File: src/rtl/flash_cmd_seq.sv
module flash_cmd_seq #(
  parameter int DIV_W   = 8,
  parameter int DIV_RST = 2
) (
  input  logic        clk,
  input  logic        rst_n,
  input  logic        reg_wr,
  input  logic [1:0]  reg_addr,
  input  logic [31:0] reg_wdata,
  output logic [31:0] reg_rdata,
  output logic        cs_n,
  output logic        sck,
  output logic [3:0]  io_out,
  output logic [3:0]  io_oe,
  input  logic [3:0]  io_in,
  output logic        busy,
  output logic        done
);

  localparam int HW = DIV_W - 1;

  typedef enum logic [2:0] {S_IDLE, S_LEAD, S_SHIFT, S_TRAIL, S_GAP} st_t;

  st_t              st;
  logic [31:0]      word0, word1;
  logic [7:0]       opc_q;
  logic [3:0]       nb_q;
  logic [DIV_W-1:0] div_q;
  logic [3:0]       byten;
  logic [2:0]       bitn;
  logic [HW-1:0]    cnt;
  logic             sck_q;
  logic [7:0]       txb, rxb;
  logic             gapc;
  logic             ready_q, done_q;

  wire unused_lines = ^{io_in[3:2], io_in[0]};

  wire [HW-1:0] half    = (div_q[DIV_W-1:1] == '0) ? HW'(1) : div_q[DIV_W-1:1];
  wire          tick    = cnt == half - HW'(1);
  wire          wr_ok   = reg_wr && st == S_IDLE;
  wire          cfg_wr  = wr_ok && reg_addr == 2'd2;
  wire [3:0]    len_in  = reg_wdata[11:8];
  wire [3:0]    nb_in   = (len_in == 4'd0 || len_in > 4'd9) ? 4'd1 : len_in;
  wire [3:0]    wb_idx  = byten - 4'd1;

  function automatic logic [7:0] pick(input logic [31:0] a, input logic [31:0] b,
                                      input logic [2:0] k);
    logic [31:0] w;
    w = k[2] ? b : a;
    return w[8*k[1:0] +: 8];
  endfunction

  assign busy   = st != S_IDLE;
  assign done   = done_q;
  assign cs_n   = (st == S_IDLE) || (st == S_GAP);
  assign sck    = sck_q;
  assign io_out = {3'b000, (st == S_LEAD || st == S_SHIFT) ? txb[7] : 1'b0};
  assign io_oe  = {3'b000, !cs_n};

  always_comb begin
    case (reg_addr)
      2'd0:    reg_rdata = word0;
      2'd1:    reg_rdata = word1;
      2'd2:    reg_rdata = {18'd0, ready_q, busy, nb_q, opc_q};
      default: reg_rdata = 32'(div_q);
    endcase
  end

  always_ff @(posedge clk or negedge rst_n) begin
    if (!rst_n) begin
      st      <= S_IDLE;
      word0   <= '0;
      word1   <= '0;
      opc_q   <= '0;
      nb_q    <= 4'd1;
      div_q   <= DIV_W'(DIV_RST);
      byten   <= '0;
      bitn    <= '0;
      cnt     <= '0;
      sck_q   <= 1'b0;
      txb     <= '0;
      rxb     <= '0;
      gapc    <= 1'b0;
      ready_q <= 1'b0;
      done_q  <= 1'b0;
    end else begin
      done_q <= 1'b0;
      if (wr_ok && reg_addr == 2'd0) word0 <= reg_wdata;
      if (wr_ok && reg_addr == 2'd1) word1 <= reg_wdata;
      if (wr_ok && reg_addr == 2'd3) div_q <= reg_wdata[DIV_W-1:0];
      case (st)
        S_IDLE: if (cfg_wr) begin
          opc_q   <= reg_wdata[7:0];
          nb_q    <= nb_in;
          txb     <= reg_wdata[7:0];
          byten   <= '0;
          bitn    <= '0;
          cnt     <= '0;
          ready_q <= 1'b0;
          st      <= S_LEAD;
        end
        S_LEAD: st <= S_SHIFT;
        S_SHIFT: begin
          if (tick) begin
            cnt   <= '0;
            sck_q <= !sck_q;
            if (!sck_q) begin
              rxb <= {rxb[6:0], io_in[1]};
            end else if (bitn == 3'd7) begin
              bitn <= '0;
              if (byten != 4'd0) begin
                if (wb_idx[2]) word1[8*wb_idx[1:0] +: 8] <= rxb;
                else           word0[8*wb_idx[1:0] +: 8] <= rxb;
              end
              if (byten == nb_q - 4'd1) begin
                st <= S_TRAIL;
              end else begin
                byten <= byten + 4'd1;
                txb   <= pick(word0, word1, byten[2:0]);
              end
            end else begin
              bitn <= bitn + 3'd1;
              txb  <= {txb[6:0], 1'b0};
            end
          end else begin
            cnt <= cnt + HW'(1);
          end
        end
        S_TRAIL: begin
          gapc <= 1'b0;
          st   <= S_GAP;
        end
        default: begin
          gapc <= 1'b1;
          if (gapc) begin
            st      <= S_IDLE;
            done_q  <= 1'b1;
            ready_q <= 1'b1;
          end
        end
      endcase
    end
  end

  a_r1_start_takes_bus: assert property (@(posedge clk) disable iff (!rst_n)
    cfg_wr |=> (busy && !cs_n));

  a_r9_cfg_locked: assert property (@(posedge clk) disable iff (!rst_n)
    (busy && reg_wr && reg_addr == 2'd2) |=> $stable(opc_q));

  a_r9_div_locked: assert property (@(posedge clk) disable iff (!rst_n)
    (busy && !(st == S_GAP && gapc)) |=> $stable(div_q));

  a_r7_sck_low_when_deselected: assert property (@(posedge clk) disable iff (!rst_n)
    cs_n |-> !sck_q);

  a_r8_sck_moves_in_shift: assert property (@(posedge clk) disable iff (!rst_n)
    !$stable(sck_q) |-> $past(st) == S_SHIFT);

  a_r10_done_single: assert property (@(posedge clk) disable iff (!rst_n)
    done_q |=> !done_q);

  a_r10_ready_with_done: assert property (@(posedge clk) disable iff (!rst_n)
    $rose(ready_q) |-> done_q);

  a_r3_io0_held_high: assert property (@(posedge clk) disable iff (!rst_n)
    (sck_q && $past(sck_q) && st == S_SHIFT) |-> $stable(io_out[0]));

endmodule

File: config.mk
export PLATFORM = sky130hd
export DESIGN_NAME = flash_cmd_seq
export DESIGN_NICKNAME = d
export VERILOG_FILES = /design/src/rtl/flash_cmd_seq.sv
export SDC_FILE = /design/constraint.sdc
export NUM_CORES = 1
export LEC_CHECK = 0
export BUFFER_PORTS_ARGS = -buffer_cell sky130_fd_sc_hd__buf_2
export CORE_MARGIN = 5
export CORE_UTILIZATION = 50
export CTS_CLUSTER_SIZE = 10
export DETAILED_ROUTE_END_ITERATION = 16
export GPL_TIMING_DRIVEN = 1
export PLACE_DENSITY = 0.8
export REMOVE_ABC_BUFFERS = 1
export SLEW_MARGIN = 15
export SYNTH_ARGS = -nofsm -noshare
export SYNTH_HDL_FRONTEND = slang
export SYNTH_SLANG_ARGS = --single-unit
File: constraint.sdc
create_clock -name clk -period 6.6 [get_ports clk]
set_input_delay 0.99 -clock clk [delete_from_list [all_inputs] [get_ports clk]]
set_output_delay 0.99 -clock clk [all_outputs]
set_load 0.05 [all_outputs]
==> summary.md <==
| Metric | Value |
|---|---|
| Final WL | 19300 um |
| Post-CTS Setup Bufs | 0 |
| RSZ-0062 raised after global routing | false |
| Total of max-cap violations | 0 |
| Slew Limit Fails | 0 |
| Final Critical Period | 3.85 ns |
| Hold Crit Class | reg -> reg |
| Hold Path Stages | 2 |
| Mux contribution to synthesized area | 28.8% |
| Die Ht | 132 um |
| Post-Synth Simple-Gate Area | 14.8% |
| Core box area | 14600 um2 |
| FF-to-FF path depth | 8 |
| Crit path max fanout | 37 |
| Setup TNS | 0 ns |
| Clk root buf | clkbuf_16 |
| DRT Pass-1 Iters | 5 |
| Row count | 44 |
| Worst setup margin | 2.75 ns |
| Tcrit/Tclk final | 58.4% |
| Dominant synthesized flop cell | dfrtp_1 |
| Crit path launch | reg_addr[0] |
| Main combinational cell family by area after synthesis | multiplexers |
| WL met2 | 9070 um |
| Tightest Pin Transition | 1.12 ns |
| Final setup violation count | 0 |
| WS Path Type | in -> out |
| Synth async-reset ratio | 100% |
| Area grow syn2layout | 13.2% |
| Maximum vdd drop | 154 uV |
| Gr usage total | 22.6% |
| Routed Antenna Nets | 0 |
| DR vias | 5724 |
| Post-CTS sizing | 0 |
| XOR/XNOR share of the synthesized area | 2.00% |
| Ranking of synthesized cells by area | dfrtp_1 (40%), mux2i_1 (18%), mux4_2 (7.0%) |
| Die area | 17400 um2 |
| Gr ovfl total | 0 |
| Flops & latches, synth | 121 |
| Vias/cell | 6.05 |
| Crit path arrival time | 2.86 ns |
| Met3 wire len | 1390 um |
| Num CTS Buffers | 17 |
| # IOs | 85 |
| Status | finished, final reports clean |
| Synth warn | 0 |
| Fin Clk Skew | 0.00883 ns |
| Clock tree buffer depth | 2 |
| DR iter-0 viols | 474 |
| FF-to-FF End | txb[4]$_DFFE_PN0P_ |
| Routed length on met1 | 8420 um |
| Share of cells above drive strength 1 | 21.8% |
| Synth top area share | 40.0% |
| Largest net degree at the start of global routing | 73 |
| Beginning of the worst register-to-register path | div_q[3]$_DFFE_PN0P_ |
| Initial antenna violation count | 0 |
| Die X | 132 um |
| Final hold violations | 0 |
| Library cells used by synthesis | 69 |
| Post-synthesis cell count | 692 |
| CP endpoint kind | output port |
| Worst setup SP type | input pin |
| Synth area leader | dfrtp_1 |
| Vias in the first global route | 5832 |
| Skew-Pair Late Insertion Delay | 0.42 ns |
| Beginning of the worst hold path | opc_q[2]$_DFFE_PN0P_ |
| Most frequent cell after synthesis | mux2i_1 |
| Post-synth EDFFs | 0 |
| Port bufs | 75 |
| Synth top cells by count | mux2i_1 (134), dfrtp_1 (119), nand2_1 (109) |
| H-tree levels | 4 |
| Syn avg cell area | 10.8 um2 |
| RD Place Congestion | 0.867 |
| Maximum clock rate | 0.260 GHz |
| Antenna cell count | 0 |
| Hold_buf cts | 0 |
| Leakage | 4.21 nW |
| Final routed DRC violation total | 0 |
| CTS tree | built |
| Clk slew on worst S/H paths | 0.06 ns |
| Wire length per cell | 20.4 um |
| Internal reg-to-reg setup slack | 3.11 ns |
| Power Density | 261 nW/um2 |
| Post-Synthesis Cell Area | 7450 um2 |
| Slew HR | 25.4% |
| WHS Endpoint | opc_q[2]$_DFFE_PN0P_ |
| Sequential share of the synthesized area | 40.7% |
| Final #Nets | 800 |
| Filler instances | 1248 |
| Compound-gate portion of the synthesized area | 8.38% |
| CTS sink cnt | 121 |
| Pre-CTS worst setup slack | 2.81 ns |
| Dpl hpwl | 13500 um |
| Critical Path RT | 5.61 ns |
| Adder-Cell Fraction of Synth Area | 1.51% |
| Top routing layer in use | met4 |
| First-pass GRT wire length | 31300 um |
| Initial Util | 51.1% |
cells by family after synthesis:
family | count (synthesis)
multiplexers | 181
other | 1
buffers and inverters | 60
AND/OR/NAND/NOR | 215
flip-flops | 121
AO/OA/AOI/OAI | 88
adder cells (fa/ha/maj) | 9
XOR/XNOR | 17
layer usage:
layer,global-route usage [%],vias up
li1,-,2618
met2,34.9,228
met5,0,-
met1,31.6,2843
met4,8.80,0
met3,4.50,35
placed cells by master, fill, tap and decap left out, types with 3 or more instances in the layout:
| cell type | count |
|---|---|
| a21oi_1 | 4 |
| a21o_1 | 4 |
| mux4_2 | 23 |
| o2bb2ai_1 | 18 |
| xor2_1 | 7 |
| or3_1 | 6 |
| buf_4 | 8 |
| nand3_1 | 21 |
| or4_1 | 4 |
| nor2_1 | 33 |
| nor2_4 | 3 |
| clkbuf_16 | 17 |
| mux2_1 | 15 |
| xnor2_1 | 10 |
| nand2_1 | 107 |
| o21ai_0 | 33 |
| nor2_8 | 4 |
| nand4_1 | 3 |
| ha_1 | 9 |
| mux2i_1 | 134 |
| nor3_1 | 8 |
| conb_1 | 6 |
| clkinvlp_4 | 6 |
| o22ai_1 | 4 |
| dfrtp_1 | 119 |
| and3_1 | 3 |
| buf_2 | 74 |
| inv_1 | 11 |
| mux2_2 | 8 |
critical path, cell delays in order:
cell and delay (ns):
buf_2 0.07, buf_4 0.50, nor2b_1 0.70, nand2_1 0.10
o21ai_0 0.15, buf_2 0.33
area by class of cell:
| class | instances | area [um2] | area share (%) |
|---|---|---|---|
| inverters | 12 | 45.0 | 0.534 |
| clock inverters | 10 | 72.6 | 0.860 |
| well taps | 184 | 230 | 2.73 |
| repair buffers | 82 | 430 | 5.10 |
| flip-flops and latches | 121 | 3030 | 35.9 |
| clock buffers | 21 | 460 | 5.46 |
| multi-input cells | 516 | 4170 | 49.4 |
registers in the layout (all words and copies together) (netlist names):
name,flops
byten,4
word1,32
sck,1
ready_q,1
rxb,8
gapc,1
st,3
txb,8
nb_q,4
cnt,7
done,1
bitn,3
word0,32
div_q,8
opc_q,8
per-stage QoR:
step                      area, um2  cells  power [mW]  hold WS (ns)  utilization (%)
final                          8440    946        2.20         0.476             57.8
after global routing           8440    946        2.29         0.491             57.8
after CTS                      8430    946        2.20         0.475             57.8
after detailed placement       7900    915        1.36         0.462             54.1
after global placement         7900    915        1.34         0.451             54.1
after floorplan                7230    649        1.20         0.438                -
worst max-delay path by stage:
stage	to	slack, ns
final	reg_rdata[9]	2.75
after global routing	reg_rdata[9]	2.70
after CTS	reg_rdata[10]	2.80
after detailed placement	reg_rdata[12]	2.81
after global placement	reg_rdata[12]	2.80
after floorplan	word0[0]$_DFF_PN0_	3.17
where the power goes:
group / total [mW] / internal (mW) / leakage [nW] / switching [mW]
clock network: 0.842 / 0.496 / 0.244 / 0.345
logic: 0.480 / 0.182 / 2.43 / 0.297
registers: 0.877 / 0.796 / 1.54 / 0.0804
total: 2.20 / 1.47 / 4.21 / 0.723
(Power assumes the default switching activity.)
